**src/rtl/hp_evt_pkg.sv**
```systemverilog
package hp_evt_pkg;

    localparam int NUM_EVT = 5;
    localparam int NUM_PIN = 4;

    localparam int EV_CPF   = 0;
    localparam int EV_IPF   = 1;
    localparam int EV_LATCH = 2;
    localparam int EV_BTN   = 3;
    localparam int EV_CARD  = 4;

    localparam logic [1:0] SLOT_ON = 2'b10;

    localparam int STS_ADDR  = 0;
    localparam int MASK_ADDR = 1;

    typedef struct packed {
        logic card;
        logic btn;
        logic latch;
        logic pf;
    } pins_t;

    typedef struct packed {
        logic               gerr;
        logic               girq;
        logic [1:0]         err;   // [1] latch, [0] connected fault
        logic [NUM_EVT-1:0] irq;
    } mask_t;

    localparam int    MASK_W   = $bits(mask_t);
    localparam mask_t MASK_RST = '1;

    function automatic logic [NUM_EVT-1:0] evt_set(pins_t rise, pins_t chg, logic [1:0] st);
        logic [NUM_EVT-1:0] s;
        s           = '0;
        s[EV_CPF]   = rise.pf && (st == SLOT_ON);
        s[EV_IPF]   = rise.pf && (st != SLOT_ON);
        s[EV_LATCH] = chg.latch;
        s[EV_BTN]   = rise.btn;
        s[EV_CARD]  = chg.card;
        return s;
    endfunction

endpackage

```
**src/rtl/hp_evt_edge.sv**
```systemverilog
module hp_evt_edge #(
    parameter int W = 4
) (
    input  logic         clk,
    input  logic         rst,
    input  logic [W-1:0] sig,
    output logic [W-1:0] rise,
    output logic [W-1:0] chg
);
    logic [W-1:0] prev_q;
    logic         primed_q;

    always_ff @(posedge clk) begin
        if (rst) begin
            prev_q   <= '0;
            primed_q <= 1'b0;
        end else begin
            prev_q   <= sig;
            primed_q <= 1'b1;
        end
    end

    for (genvar i = 0; i < W; i++) begin : g_bit
        assign rise[i] = primed_q & sig[i] & ~prev_q[i];
        assign chg[i]  = primed_q & (sig[i] ^ prev_q[i]);
    end
endmodule

```
**src/rtl/hp_evt_status.sv**
```systemverilog
module hp_evt_status #(
    parameter int N = 5
) (
    input  logic         clk,
    input  logic         rst,
    input  logic [N-1:0] set,
    input  logic [N-1:0] clr,
    output logic [N-1:0] sts
);
    always_ff @(posedge clk) begin
        if (rst) sts <= '0;
        else     sts <= (sts & ~clr) | set;
    end
endmodule

```
**src/rtl/hp_evt_mask.sv**
```systemverilog
module hp_evt_mask
    import hp_evt_pkg::*;
(
    input  logic  clk,
    input  logic  rst,
    input  logic  we,
    input  mask_t wdata,
    output mask_t mask
);
    always_ff @(posedge clk) begin
        if (rst)     mask <= MASK_RST;
        else if (we) mask <= wdata;
    end
endmodule

```
**src/rtl/hp_evt_out.sv**
```systemverilog
module hp_evt_out
    import hp_evt_pkg::*;
(
    input  logic [NUM_EVT-1:0] sts,
    input  mask_t              mask,
    output logic               irq,
    output logic               serr
);
    logic [1:0] err_src;

    always_comb begin
        irq     = (|(sts & ~mask.irq)) & ~mask.girq;
        err_src = {sts[EV_LATCH] & ~mask.err[1], sts[EV_CPF] & ~mask.err[0]};
        serr    = (|err_src) & ~mask.gerr;
    end
endmodule

```
**src/rtl/hp_slot_evt.sv**
```systemverilog
module hp_slot_evt
    import hp_evt_pkg::*;
#(
    parameter int DATA_W = 32,
    parameter int ADDR_W = 2
) (
    input  logic              clk,
    input  logic              rst,
    input  logic              pwr_fault,
    input  logic              latch_open,
    input  logic              button,
    input  logic              card_present,
    input  logic [1:0]        slot_state,
    input  logic              reg_we,
    input  logic [ADDR_W-1:0] reg_addr,
    input  logic [DATA_W-1:0] reg_wdata,
    output logic [DATA_W-1:0] reg_rdata,
    output logic              irq_req,
    output logic              serr_req
);
    pins_t              pins_now;
    logic [NUM_PIN-1:0] rise_v, chg_v;
    logic [NUM_EVT-1:0] set_v, clr_v, sts_q;
    mask_t              mask_q;
    logic               sel_sts, sel_mask;
    logic               unused_wdata;

    assign pins_now.pf    = pwr_fault;
    assign pins_now.latch = latch_open;
    assign pins_now.btn   = button;
    assign pins_now.card  = card_present;

    assign sel_sts  = (reg_addr == ADDR_W'(STS_ADDR));
    assign sel_mask = (reg_addr == ADDR_W'(MASK_ADDR));

    hp_evt_edge #(.W(NUM_PIN)) u_edge (
        .clk  (clk),
        .rst  (rst),
        .sig  (pins_now),
        .rise (rise_v),
        .chg  (chg_v)
    );

    assign set_v = evt_set(pins_t'(rise_v), pins_t'(chg_v), slot_state);
    assign clr_v = (reg_we && sel_sts) ? reg_wdata[NUM_EVT-1:0] : '0;

    hp_evt_status #(.N(NUM_EVT)) u_sts (
        .clk (clk),
        .rst (rst),
        .set (set_v),
        .clr (clr_v),
        .sts (sts_q)
    );

    hp_evt_mask u_mask (
        .clk   (clk),
        .rst   (rst),
        .we    (reg_we && sel_mask),
        .wdata (mask_t'(reg_wdata[MASK_W-1:0])),
        .mask  (mask_q)
    );

    hp_evt_out u_out (
        .sts  (sts_q),
        .mask (mask_q),
        .irq  (irq_req),
        .serr (serr_req)
    );

    always_comb begin
        reg_rdata = '0;
        if (sel_sts)       reg_rdata[NUM_EVT-1:0] = sts_q;
        else if (sel_mask) reg_rdata[MASK_W-1:0]  = mask_q;
    end

    assign unused_wdata = ^reg_wdata[DATA_W-1:MASK_W];
endmodule

```
**config.mk**
```make
export PLATFORM = sky130hd
export DESIGN_NAME = hp_slot_evt
export DESIGN_NICKNAME = d
export VERILOG_FILES = /design/src/rtl/hp_evt_pkg.sv /design/src/rtl/hp_evt_edge.sv /design/src/rtl/hp_evt_status.sv /design/src/rtl/hp_evt_mask.sv /design/src/rtl/hp_evt_out.sv /design/src/rtl/hp_slot_evt.sv
export SDC_FILE = /design/constraint.sdc
export NUM_CORES = 1
export LEC_CHECK = 0
export BUFFER_PORTS_ARGS = -buffer_cell sky130_fd_sc_hd__buf_4
export CAP_MARGIN = 5
export CORE_UTILIZATION = 35
export DETAILED_ROUTE_END_ITERATION = 8
export GPL_ROUTABILITY_DRIVEN = 0
export GPL_TIMING_DRIVEN = 0
export PLACE_DENSITY = 0.82
export SKIP_CTS_REPAIR_TIMING = 1
export SYNTH_ARGS = -nofsm -noshare
export SYNTH_HDL_FRONTEND = slang
export SYNTH_SLANG_ARGS = --single-unit
```
**constraint.sdc**
```tcl
create_clock -name clk -period 1.4 [get_ports clk]
set_input_delay 0.28 -clock clk [delete_from_list [all_inputs] [get_ports clk]]
set_output_delay 0.28 -clock clk [all_outputs]
set_load 0.03 [all_outputs]
```
Yosys cells after proc, flatten, opt, wreduce, memory -nomap -nowiden
Cells that the tools add are included.

Muxes and demuxes: 5. Bitwise logic cells: 23. Eq/ne operators: 3. Reductions and logical operators: 7.

Operators with widths (count): 1-bit AND (10); 5-bit AND (2); 5-bit two-way mux (2); 5-bit inverter (2); 9-bit two-way mux (1); 1-bit inverter (6); 5-bit OR (1); 5-bit OR reduction (1); 1-bit logical AND (4); 4-bit two-way mux (1); 2-bit by 1-bit equality test with 1-bit output, second input constant (1); 2-bit equality test, second input constant (1); 2-bit logical NOT (1); 2-bit != test, second input constant (1); 2-bit OR reduction (1); 1-bit XOR (2); 1-bit two-way mux (1).

Output and inout port bits: 34. Input port bits: 43. Flip-flop bits (word level): 19. Word-level logic and storage cells: 45.

Longest topological paths before layout
Gate-level depths: netlist (run 1).

Depth after elaboration: 6. Depth in mapped cells: 5.

Hierarchy
Synthesis (run 1) repeated with hierarchy kept, for this count alone.

Cells, all modules: 131. Area, all modules: 1152.4 sq um.

Modules (own cells, without submodules): hp_slot_evt (seq. area each 0.0 sq um, instances 1, area each 357.8 sq um, cells an instance 50); hp_evt_mask (seq. area each 180.2 sq um, instances 1, area each 331.6 sq um, cells an instance 29); hp_evt_edge (seq. area each 100.1 sq um, instances 1, area each 230.2 sq um, cells an instance 22); hp_evt_status (seq. area each 100.1 sq um, instances 1, area each 175.2 sq um, cells an instance 20); hp_evt_out (seq. area each 0.0 sq um, instances 1, area each 57.6 sq um, cells an instance 10).

Worst setup path before layout (run 1)
Ideal clock, no wire load.

Path type: register to output. Start: register, netlist name u_mask.mask[2]. End: output irq_req. Slack: 122 ps. Data arrival time: 998 ps. Path buffers: 0. Data required time: 1120 ps. Cell stages (with the launch flop): 3. Cells stage by stage: dfxtp_1 nand2b_1 a31oi_1.

Word-level cells in the longest chain between the ends: 4.

RTL lines: 5-bit inverter (line hp_evt_out.sv:12) `irq = (|(sts & ~mask.irq)) & ~mask.girq;`; 5-bit AND (line hp_evt_out.sv:12); 5-bit OR reduction (line hp_evt_out.sv:12); 1-bit AND (line hp_evt_out.sv:12); end: declaration (line hp_slot_evt.sv:18) `output logic irq_req,`.

No other way between the ends.

Worst setup path after layout (run 1)
Start: register, netlist name u_mask.mask[1]. End: output irq_req.

Word-level cells in the longest chain between the ends: 4.

RTL lines (line): 5-bit inverter (hp_evt_out.sv:12); 5-bit AND (hp_evt_out.sv:12); 5-bit OR reduction (hp_evt_out.sv:12); 1-bit AND (hp_evt_out.sv:12).

No other way between the ends.

==> results of run 1 <==
## report_power, final
| group | switching (W) | internal [W] |
|---|---|---|
| Clock | 0.000168 | 0.000111 |
| Sequential | 0.0000189 | 0.000573 |
| Combinational | 0.000204 | 0.000159 |
## state kept, by name, indices dropped and copies added, names as in the netlist
signal           flops
u_edge.primed_q      1
u_sts.sts            5
u_edge.prev_q        4
u_mask.mask          9
## worst register-to-register path, cell delays in order (launching register included)
cell	delay [ns]
sky130_fd_sc_hd__dfxtp_2	0.37
sky130_fd_sc_hd__inv_2	0.05
sky130_fd_sc_hd__buf_4	0.12
sky130_fd_sc_hd__a211o_1	0.21
sky130_fd_sc_hd__o21ai_0	0.06
## per-stage QoR
stage / instance area (um^2) / hold WS [ns]
2_1_floorplan: 1150 / 0.404
3_3_place_gp: 1400 / 0.465
3_5_place_dp: 1400 / 0.471
4_1_cts: 1420 / 0.180
5_1_grt: 1450 / 0.186
6_report: 1450 / 0.182
## metal layers
layer | track usage (%) | vias to the layer above | wire length (um)
met5 | 0 | - | 0
met4 | 7.67 | 0 | 63
met3 | 1.81 | 7 | 144
met2 | 20.6 | 35 | 896
met1 | 14.6 | 376 | 798
li1 | - | 469 | -
## cell type report
type	instances	area share (%)
Buffer	27	14.6
Clock buffer	4	1.81
Inverter	7	1.81
Multi-Input combinational cell	93	37.0
Sequential cell	19	26.6
Tap cell	31	2.67
Timing Repair Buffer	30	15.5
## cells in the mapped netlist, drive strengths merged
cell,n,area [um^2]
buf,27,211
dfxtp,19,380
nand2,17,63.8
inv,6,22.5
nand3,6,30.0
nor2b,6,37.5
mux2i,5,50.1
nor2,5,18.8
and2,4,25.0
a21oi,3,15.0
nand2b,3,18.8
nand3b,3,22.5
o211ai,3,37.5
a211o,2,17.5
a21bo,2,20.0
o21ai,2,10.0
xor2,2,17.5
a21o,1,7.51
a222oi,1,10.0
a31oi,1,6.26
and2b,1,8.76
and3b,1,8.76
clkinv,1,3.75
conb,1,3.75
nor3b,1,18.8
o22ai,1,6.26
## cells in the final DEF, fill, tap and decap left out, drive strengths merged
cell type / Yosys / routed
nor2: 5 / 5
a211o: 2 / 2
a21oi: 3 / 3
and2: 4 / 4
and3b: 1 / 1
o22ai: 1 / 1
a21bo: 2 / 2
dfxtp: 19 / 19
xor2: 2 / 2
conb: 1 / 23
inv: 6 / 6
a31oi: 1 / 1
clkinv: 1 / 1
nand2: 17 / 17
nand2b: 3 / 3
a222oi: 1 / 1
o21ai: 2 / 2
nand3b: 3 / 3
clkbuf: 0 / 4
nor2b: 6 / 6
nor3b: 1 / 1
mux2i: 5 / 5
buf: 27 / 57
a21o: 1 / 1
o211ai: 3 / 3
nand3: 6 / 6
and2b: 1 / 1
## worst max-delay path by stage
stage	slack (ns)	start	to	depth (start not counted)
2_1_floorplan	0.12	u_mask.mask[2]$_SDFFE_PP1P_	irq_req	2
3_3_place_gp	0.09	u_mask.mask[1]$_SDFFE_PP1P_	irq_req	4
3_5_place_dp	0.11	u_mask.mask[3]$_SDFFE_PP1P_	irq_req	4
4_1_cts	-0.24	u_mask.mask[3]$_SDFFE_PP1P_	irq_req	4
5_1_grt	-0.27	u_mask.mask[1]$_SDFFE_PP1P_	irq_req	4
6_report	-0.20	u_mask.mask[1]$_SDFFE_PP1P_	irq_req	4
## kinds of logic after synthesis
group / Yosys count
simple gates: 47
buf+inv: 34
flops: 19
compound gates: 16
mux: 5
other cells: 1
xor+xnor: 2
==> Flow_metrics.wiki, run 1 <==
{| class="wikitable"
! Metric !! Value
|-
| Combinational family with the most area after synthesis || simple AND/OR/NAND/NOR gates
|-
| Standard cell with the maximum stage delay on the critical path || sky130_fd_sc_hd__dfxtp_2
|-
| Pre-Repair DR Iteration Count || 6
|-
| Residual overflow from global routing || 0
|-
| Crit path DAT || about 1.3 ns
|-
| Drt wl/cell || approximately 9 um
|-
| Area share of fa/ha/maj cells after synthesis || 0%
|-
| Total leakage power || 0.759 nW
|-
| Sequential-to-total area share from yosys stat || between 30 and 40%
|-
| Max rail drop VDD || 0.378 mV
|-
| Share of post-route cells with drive strength above 1 || 42.2%
|-
| CTS tree || built
|-
| Flip-flop and latch area || slightly below 400 um^2
|-
| Die outline height || between 50 and 60 um
|-
| PortBufs || 27
|-
| Placement Rows || 19
|-
| Final critical-path required period || around 1.6 ns
|-
| Clock Latency Late Sink || around 0.30 ns
|-
| Diodes inserted || 0
|-
| Area taken by multi-input logic gates || about 540 um^2
|-
| HPWL after detailed placement || 1.54 mm
|-
| Hold Crit Class || in -> reg
|-
| Pin count of the biggest net entering global routing || 11
|-
| # DRC || 10
|-
| CTS Sinks || 19
|-
| Maximum level of the CTS H-tree || 1
|-
| Core area || ~0.0028 mm^2
|-
| Synth-to-layout area growth || 35.4%
|-
| First-pass GRT wire length || a little over 3 mm
|-
| Filler cell count || between 200 and 300
|-
| CP delay by family, top || compound AO/OA/AOI/OAI gates
|-
| Syn Inst Count || 124
|-
| Detailed router's first-iteration violation count || 28
|-
| Via total after detailed routing || roughly 900
|-
| Number of max-slew violations in the final report || 0
|-
| Total length of routed wires || ~1.9 mm
|-
| Placed instance count || approximately 200
|-
| Die Wd || 57.4 um
|-
| Unrepaired setup endpoints after global routing || yes
|-
| Synth Cell Area || roughly 0.0011 mm^2
|-
| Yosys reg bits || 19
|-
| Synth Area in XOR/XNOR || under 10%
|-
| Hold wc startpoint || reg_wdata[8]
|-
| Number of global-route vias before repair || between 700 and 800
|-
| Cell depth of the worst flop-to-flop path || 4
|-
| Count of synthesis-stage warnings from yosys || 0
|-
| Effective utilization at floorplan || between 30 and 40%
|-
| Timing-limited maximum frequency || roughly 630 MHz
|-
| Antenna-violating nets left || 0
|-
| Part of the cycle the worst path needs || 114%
|-
| Final Hold Vio Count || 0
|-
| Compound-cell area share of the yosys netlist || approximately 12%
|-
| PnR Total Power || 0.00123 W
|-
| List of cells traversed by the critical path || inv_2, a222oi_1, a31oi_1, buf_4
|-
| Total power per unit cell area || ~850 mW/mm^2
|-
| Kind of start point of the critical path || flop
|-
| Crit path required time || roughly 1.1 ns
|-
| Status || finished, violations left
|-
| End point of the worst hold path || u_mask.mask[8]$_SDFFE_PP1P_
|-
| Synthesized area per cell || between 8 and 9 um^2
|-
| Die area || 0.00329 mm^2
|-
| Slack of the worst reg-to-reg path || between 0.5 and 0.6 ns
|-
| Distinct cells, synth || 28
|-
| Buffer cell driving the clock tree root || sky130_fd_sc_hd__clkbuf_4
|-
| Global-route usage over all layers || about an eighth
|-
| Number of cells on the worst hold path || 3
|-
| Post-DR vias/cell || between 4 and 5
|-
| Final standard cell count with taps included and fillers excluded || 211
|-
| TNS Setup || -0.218 ns
|-
| Critical path buffer and inverter count || 2
|-
| Failing checks || DRC, setup timing
|-
| Number of buffers created by CTS || 3
|-
| Peak fanout along the critical path || 2
|-
| Critical Path End Type || output pin
|-
| Biggest cell delay along the critical path || ~0.35 ns
|-
| Post-placement setup slack || 0.110 ns
|-
| Number of antenna violations at the first check in global routing || 0
|-
| Max Clock Skew || about 0.00065 ns
|-
| Max Buffers Root-to-Sink || 2
|-
| Number of nets in the layout || 224
|-
| Post-layout util || between 50 and 60%
|-
| Top Ports || 77
|-
| Max cap viols || 0
|-
| Final setup vio count || 2
|-
| Clk slew on worst S/H paths || roughly 0.1 ns
|-
| Worst reg2reg endpoint || u_sts.sts[0]$_SDFF_PP0_
|-
| Share of synthesized area spent on multiplexers || 4.67%
|-
| Final setup slack of the worst path || -0.196 ns
|-
| Startpoint of the worst register-to-register path || u_sts.sts[0]$_SDFF_PP0_
|-
| Simple-gate portion of the synthesized area || roughly a quarter
|-
| Type of the worst setup path || reg -> out
|}
Note: power is estimated with default switching activity, not from simulation.
==> run 2: changes to the inputs <==
- GPL_TIMING_DRIVEN: 0 -> unset
==> run 2 against run 1 <==
  * The run still ends with DRC, setup timing left
  * First-iteration DRC count up 14%
  * Setup slack got worse by 0.018 ns
  * Hold slack worse by 0.0010 ns
  * Non-clock buffer count decreased by 24
  * Clock power about the same
  * Clock skew grew 0.0051 ns
  * Via count fell by 8.5%
  * Utilization decreased by 6.6 points
  * Power down 4.4%
  * Critical path depth down 1
  * Largest cell class unchanged
  * Highest routed layer unchanged
==> Flow_metrics.wiki, run 2 (synthesized netlist as in run 1, its figures left out) <==
{| class="wikitable"
! Metric !! Value
|-
| Unrepaired setup endpoints after global routing || yes
|-
| Peak fanout along the critical path || 3 (+1)
|-
| Number of global-route vias before repair || 719 (-4.8%)
|-
| Die Wd || 57.4 um (unchanged)
|-
| Buffer cell driving the clock tree root || sky130_fd_sc_hd__clkbuf_4
|-
| Max Buffers Root-to-Sink || 2 (unchanged)
|-
| Number of nets in the layout || 200 (-11%)
|-
| Hold Crit Class || in -> reg
|-
| Synth-to-layout area growth || 17.9%
|-
| Die outline height || 57.4 um (unchanged)
|-
| Timing-limited maximum frequency || 620 MHz (-1.1%)
|-
| Final design area excluding fillers || 0.00126 mm^2 (-13%)
|-
| Number of antenna violations at the first check in global routing || 0 (unchanged)
|-
| Residual overflow from global routing || 0 (unchanged)
|-
| Via total after detailed routing || 812 (-8.5%)
|-
| Critical path buffer and inverter count || 1 (-1)
|-
| Post-placement setup slack || 0.122 ns (+0.0121 ns)
|-
| Critical Path End Type || output pin
|-
| Part of the cycle the worst path needs || 115% (+1.3 points)
|-
| Total leakage power || 0.630 nW (-17%)
|-
| Status || finished, violations left
|-
| Max Clock Skew || 0.00573 ns (+0.00507 ns)
|-
| Placement Rows || 19 (unchanged)
|-
| # DRC || 5 (-5)
|-
| Final setup vio count || 3 (+1)
|-
| Number of max-slew violations in the final report || 0 (unchanged)
|-
| Clock Latency Late Sink || 0.30 ns (about the same)
|-
| Clk slew on worst S/H paths || 0.11 ns (about the same)
|-
| Post-layout util || 44.7% (-6.6 points)
|-
| Pin count of the biggest net entering global routing || 13 (+2)
|-
| CTS Sinks || 19 (unchanged)
|-
| Share of post-route cells with drive strength above 1 || 34.0% (-8.2 points)
|-
| Min Hold Slack || 0.181 ns (-0.00103 ns)
|-
| Final critical-path required period || 1.61 ns (+0.0177 ns)
|-
| PortBufs || 30 (+11%)
|-
| Number of buffers created by CTS || 3 (unchanged)
|-
| First-pass GRT wire length || 2.94 mm (-5.5%)
|-
| Maximum level of the CTS H-tree || 1 (unchanged)
|-
| Max cap viols || 0 (unchanged)
|-
| Biggest cell delay along the critical path || 0.37 ns (+0.02 ns)
|-
| CTS tree || built
|-
| Die area || 0.00329 mm^2 (unchanged)
|-
| Kind of start point of the critical path || flop
|-
| Final Hold Vio Count || 0 (unchanged)
|-
| Post-DR vias/cell || 4.34 (+3.3%)
|-
| Standard cell with the maximum stage delay on the critical path || sky130_fd_sc_hd__a222oi_1
|-
| Global-route usage over all layers || 11.8% (-0.45 points)
|-
| Final setup slack of the worst path || -0.213 ns (-0.0177 ns)
|-
| Filler cell count || 295 (+7.7%)
|-
| Crit path DAT || 1.33 ns (about the same)
|-
| Largest register FFs || 9 (unchanged)
|-
| Max rail drop VDD || 0.373 mV (-1.3%)
|-
| Leading cell type in the layout, fill and taps excluded || sky130_fd_sc_hd__buf_4
|-
| Core area || 0.00283 mm^2 (unchanged)
|-
| Detailed router's first-iteration violation count || 32 (+14%)
|-
| HPWL after detailed placement || 1.48 mm (-4.0%)
|-
| CP delay by family, top || compound AO/OA/AOI/OAI gates
|-
| Total power per unit cell area || 934 mW/mm^2 (+9.8%)
|-
| Largest registers || u_mask.mask x9, u_sts.sts x5, u_edge.prev_q x4
|-
| Drt wl/cell || 10.1 um (+12%)
|-
| Pre-Repair DR Iteration Count || 8 (+2)
|-
| TNS Setup || -0.242 ns (-0.0231 ns)
|-
| Crit path required time || 1.12 ns (about the same)
|-
| Diodes inserted || 0 (unchanged)
|-
| Antenna-violating nets left || 0 (unchanged)
|-
| Failing checks || DRC, setup timing
|-
| Type of the worst setup path || reg -> out
|-
| Most frequent cells in the layout || sky130_fd_sc_hd__buf_4, sky130_fd_sc_hd__conb_1, sky130_fd_sc_hd__nand2_1, sky130_fd_sc_hd__dfxtp_1
|-
| Top Ports || 77 (unchanged)
|-
| List of cells traversed by the critical path || a222oi_1, a31oi_1, buf_4
|-
| Total length of routed wires || 1.88 mm (-1.1%)
|-
| Effective utilization at floorplan || 37.9% (unchanged)
|-
| Register with the highest flop count || u_mask.mask
|-
| Standard cell area after detailed placement || 0.00121 mm^2 (-13%)
|}
run 2: cell types whose count changed in the layout (fill, tap and decap cells not counted):
cell,change
sky130_fd_sc_hd__clkinv_2,+1
sky130_fd_sc_hd__buf_6,-3
sky130_fd_sc_hd__clkbuf_1,-1
sky130_fd_sc_hd__buf_4,-20
sky130_fd_sc_hd__buf_2,-1
run 2: layout make-up:
class                      instances  area [um^2]  share of cell area [%]
multi-input combinational         93          537                    42.5
clock inverter                     1         5.00                   0.396
timing repair buffer              33          248                    19.6
tap                               31         38.8                    3.07
inverter                           7         26.3                    2.08
clock buffer                       3         22.5                    1.78
sequential                        19          387                    30.6
run 2: power breakdown:
part,leakage [nW],switching (W),internal (W)
Clock,0.0177,0.000170,0.000106
Combinational,0.455,0.000198,0.000113
Sequential,0.157,0.0000190,0.000573
run 2: worst min-delay path, delay by kind of cell:
family | cells | cell delay [ns]
and+or+nand+nor | 2 | 0.10
buffers and inverters | 1 | 0.07
run 2: stage by stage:
| step | total power [W] | cells |
|---|---|---|
| floorplan | 0.000869 | 146 |
| global placement | 0.000902 | 181 |
| detailed placement | 0.000907 | 181 |
| CTS | 0.00118 | 185 |
| global route | 0.00123 | 187 |
| finish | 0.00118 | 187 |
run 2: per-layer routing:
layer	global-route usage (%)	vias to the layer above	routed length (um)
li1	-	425	-
met1	13.4	351	872
met2	20.8	32	873
met3	2.27	4	107
met4	6.27	0	28
met5	0	-	0
run 2: final timing paths:
kind                               start                     endpoint  slack, ns  depth (start not counted)
max reg2reg      u_sts.sts[1]$_SDFF_PP0_      u_sts.sts[1]$_SDFF_PP0_       0.61                          3
max              u_sts.sts[1]$_SDFF_PP0_                      irq_req      -0.21                          3
min                         reg_wdata[5]  u_mask.mask[5]$_SDFFE_PP1P_       0.18                          3
min reg2reg  u_mask.mask[4]$_SDFFE_PP1P_  u_mask.mask[4]$_SDFFE_PP1P_       0.48                          2
==> run 3: changes to the inputs <==
--- a/config.mk
+++ b/config.mk
@@ -9,6 +9,9 @@
 export CAP_MARGIN = 5
-export CORE_UTILIZATION = 35
+export CELL_PAD_IN_SITES_DETAIL_PLACEMENT = 1
+export CELL_PAD_IN_SITES_GLOBAL_PLACEMENT = 2
+export CORE_UTILIZATION = 22
+export CTS_BUF_LIST = sky130_fd_sc_hd__clkbuf_16
 export DETAILED_ROUTE_END_ITERATION = 8
 export GPL_ROUTABILITY_DRIVEN = 0
-export PLACE_DENSITY = 0.82
+export PLACE_DENSITY = 0.95
 export SKIP_CTS_REPAIR_TIMING = 1
--- a/constraint.sdc
+++ b/constraint.sdc
@@ -3,2 +3,2 @@
 set_output_delay 0.28 -clock clk [all_outputs]
-set_load 0.03 [all_outputs]
+set_load 0.02 [all_outputs]
==> run 3 against run 2 <==
  * Hold slack improved by 0.055 ns
  * Sequential share of layout area shrank 1.9 points
  * The run ends with setup timing left
  * Critical endpoint unchanged
  * Clock skew down 0.0052 ns
  * Largest cell class unchanged
==> Flow_metrics.wiki, run 3 (synthesized netlist as in run 1, its figures left out) <==
{| class="wikitable"
! Metric !! Value
|-
| Status || finished, violations left
|-
| Failing checks || setup timing
|-
| Placement Rows || 25 (+6)
|-
| Synth-to-layout area growth || 25.2%
|-
| Number of max-slew violations in the final report || 0 (unchanged)
|-
| Antenna-violating nets left || 0 (unchanged)
|-
| Largest register FFs || 9 (unchanged)
|-
| Share of power burned in registers || 41.3% (-8.9 points)
|-
| Final setup slack of the worst path || -0.172 ns (+0.0410 ns)
|-
| Die Wd || 71.8 um (+25%)
|-
| Share of post-route cells with drive strength above 1 || 32.1% (-1.9 points)
|-
| Number of global-route vias before repair || 780 (+8.5%)
|-
| Crit path DAT || 1.29 ns (-0.04 ns)
|-
| Final design area excluding fillers || 0.00134 mm^2 (+6.2%)
|-
| # DRC || 0 (-5)
|-
| Drt wl/cell || 11.2 um (+11%)
|-
| Proportion of power drawn by the clock network || 39.8% (+16 points)
|-
| Die outline height || 71.8 um (+25%)
|-
| Standard cell area after detailed placement || 0.00125 mm^2 (+3.0%)
|-
| Max Buffers Root-to-Sink || 2 (unchanged)
|-
| Clk slew on worst S/H paths || 0.05 ns (-0.06 ns)
|-
| Total power per unit cell area || 1070 mW/mm^2 (+15%)
|-
| Die area || 0.00516 mm^2 (+57%)
|-
| Hold Crit Class || in -> reg
|-
| Timing-limited maximum frequency || 636 MHz (+2.6%)
|-
| Pin count of the biggest net entering global routing || 13 (unchanged)
|-
| Register with the highest flop count || u_mask.mask
|-
| Critical Path End Type || output pin
|-
| CTS tree || built
|-
| Switch share || 26.0% (-6.8 points)
|-
| First-pass GRT wire length || 3.72 mm (+27%)
|-
| Effective utilization at floorplan || 22.9% (-15 points)
|-
| Max cap viols || 0 (unchanged)
|-
| Unrepaired setup endpoints after global routing || yes
|-
| Via total after detailed routing || 837 (+3.1%)
|-
| Crit path required time || 1.12 ns (about the same)
|-
| Most frequent cells in the layout || sky130_fd_sc_hd__buf_4, sky130_fd_sc_hd__conb_1, sky130_fd_sc_hd__nand2_1, sky130_fd_sc_hd__dfxtp_1
|-
| Post-layout util || 28.6% (-16 points)
|-
| Number of buffers created by CTS || 3 (unchanged)
|-
| Pre-Repair DR Iteration Count || 4 (-4)
|-
| Number of nets in the layout || 200 (unchanged)
|-
| Part of the cycle the worst path needs || 112% (-2.9 points)
|-
| Number of antenna violations at the first check in global routing || 0 (unchanged)
|-
| Max rail drop VDD || 0.352 mV (-5.7%)
|-
| Top Ports || 77 (unchanged)
|-
| Final Hold Vio Count || 0 (unchanged)
|-
| Max Clock Skew || 0.000510 ns (-0.00522 ns)
|-
| Total leakage power || 0.656 nW (+4.2%)
|-
| HPWL after detailed placement || 1.80 mm (+22%)
|-
| Post-DR vias/cell || 3.99 (-8.2%)
|-
| Buffer cell driving the clock tree root || sky130_fd_sc_hd__clkbuf_16
|-
| Final critical-path required period || 1.57 ns (-0.0410 ns)
|-
| Final setup vio count || 1 (-2)
|-
| CTS Sinks || 19 (unchanged)
|-
| Filler cell count || 570 (+93%)
|-
| Peak fanout along the critical path || 2 (-1)
|-
| Core area || 0.00469 mm^2 (+66%)
|-
| Reported net switching power || 0.000374 W (-3.2%)
|-
| Comb power frac || 18.9% (-7.5 points)
|-
| Residual overflow from global routing || 0 (unchanged)
|-
| Global-route usage over all layers || 9.62% (-2.2 points)
|-
| Diodes inserted || 0 (unchanged)
|-
| Detailed router's first-iteration violation count || 20 (-38%)
|-
| Leading cell type in the layout, fill and taps excluded || sky130_fd_sc_hd__buf_4
|-
| Kind of start point of the critical path || flop
|-
| Maximum level of the CTS H-tree || 1 (unchanged)
|-
| Clock Latency Late Sink || 0.25 ns (-0.05 ns)
|-
| Largest registers || u_mask.mask x9, u_sts.sts x5, u_edge.prev_q x4
|-
| PortBufs || 30 (unchanged)
|-
| Type of the worst setup path || reg -> out
|-
| Total length of routed wires || 2.36 mm (+25%)
|-
| Power Internal || 0.00107 W (+34%)
|}
## run 3: cell types whose count changed in the layout (fill, tap and decap cells not counted)
cell | before | now
sky130_fd_sc_hd__clkbuf_16 | 0 | 3
sky130_fd_sc_hd__inv_1 | 2 | 4
sky130_fd_sc_hd__dfxtp_1 | 14 | 15
sky130_fd_sc_hd__dfxtp_2 | 5 | 4
sky130_fd_sc_hd__clkbuf_4 | 3 | 0
sky130_fd_sc_hd__inv_2 | 4 | 3
sky130_fd_sc_hd__clkinv_2 | 1 | 0
## run 3: final cells by class
| class | count | area, um^2 | area share [%] |
|---|---|---|---|
| Multi-Input combinational cell | 93 | 537 | 40.0 |
| Sequential cell | 19 | 385 | 28.7 |
| Tap cell | 54 | 67.6 | 5.03 |
| Clock inverter | 1 | 3.75 | 0.280 |
| Timing Repair Buffer | 33 | 248 | 18.5 |
| Inverter | 7 | 26.3 | 1.96 |
| Clock buffer | 3 | 75.1 | 5.59 |
## run 3: metrics by stage
step | hold slack, ns | setup WS (ns) | TNS (ns) | std cells | total power [W]
3_3_place_gp | 0.465 | 0.0773 | 0 | 205 | 0.000869
4_1_cts | 0.238 | -0.215 | -0.241 | 209 | 0.00145
6_report | 0.236 | -0.172 | -0.172 | 210 | 0.00144
3_5_place_dp | 0.475 | 0.0571 | 0 | 205 | 0.000874
2_1_floorplan | 0.404 | 0.241 | 0 | 146 | 0.000828
5_1_grt | 0.244 | -0.283 | -0.283 | 210 | 0.00151
## run 3: metal layers
layer  global-route usage (%)  up-vias  share of wire, %
met4                     6.54        0               2.9
met5                        0        -                 0
li1                         -      420                 -
met2                     16.5       30                49
met1                     11.4      382                44
met3                    0.844        5               4.6
## run 3: worst paths after layout
path / slack (ns) / start / cells after the start / endpoint
setup / recovery: -0.17 / u_mask.mask[1]$_SDFFE_PP1P_ / 4 / irq_req
hold / removal: 0.24 / reg_wdata[6] / 3 / u_mask.mask[6]$_SDFFE_PP1P_
setup reg to reg: 0.56 / u_sts.sts[1]$_SDFF_PP0_ / 4 / u_sts.sts[1]$_SDFF_PP0_
hold reg to reg: 0.48 / u_mask.mask[7]$_SDFFE_PP1P_ / 2 / u_mask.mask[7]$_SDFFE_PP1P_
## run 3: worst max-delay path: stages (launching register included)
cell	delay (ns)
sky130_fd_sc_hd__dfxtp_2	0.33
sky130_fd_sc_hd__inv_2	0.04
sky130_fd_sc_hd__a222oi_1	0.36
sky130_fd_sc_hd__a31oi_1	0.15
sky130_fd_sc_hd__buf_4	0.18
## run 3: power groups by stage
| stage | combinational (W) | sequential, W | clock [W] |
|---|---|---|---|
| final | 0.000273 | 0.000594 | 0.000574 |
| after global routing | 0.000299 | 0.000597 | 0.000615 |
| after CTS | 0.000274 | 0.000592 | 0.000586 |
| after detailed placement | 0.000271 | 0.000603 | 0 |
| after global placement | 0.000268 | 0.000601 | 0 |
| after floorplan | 0.000231 | 0.000597 | 0 |
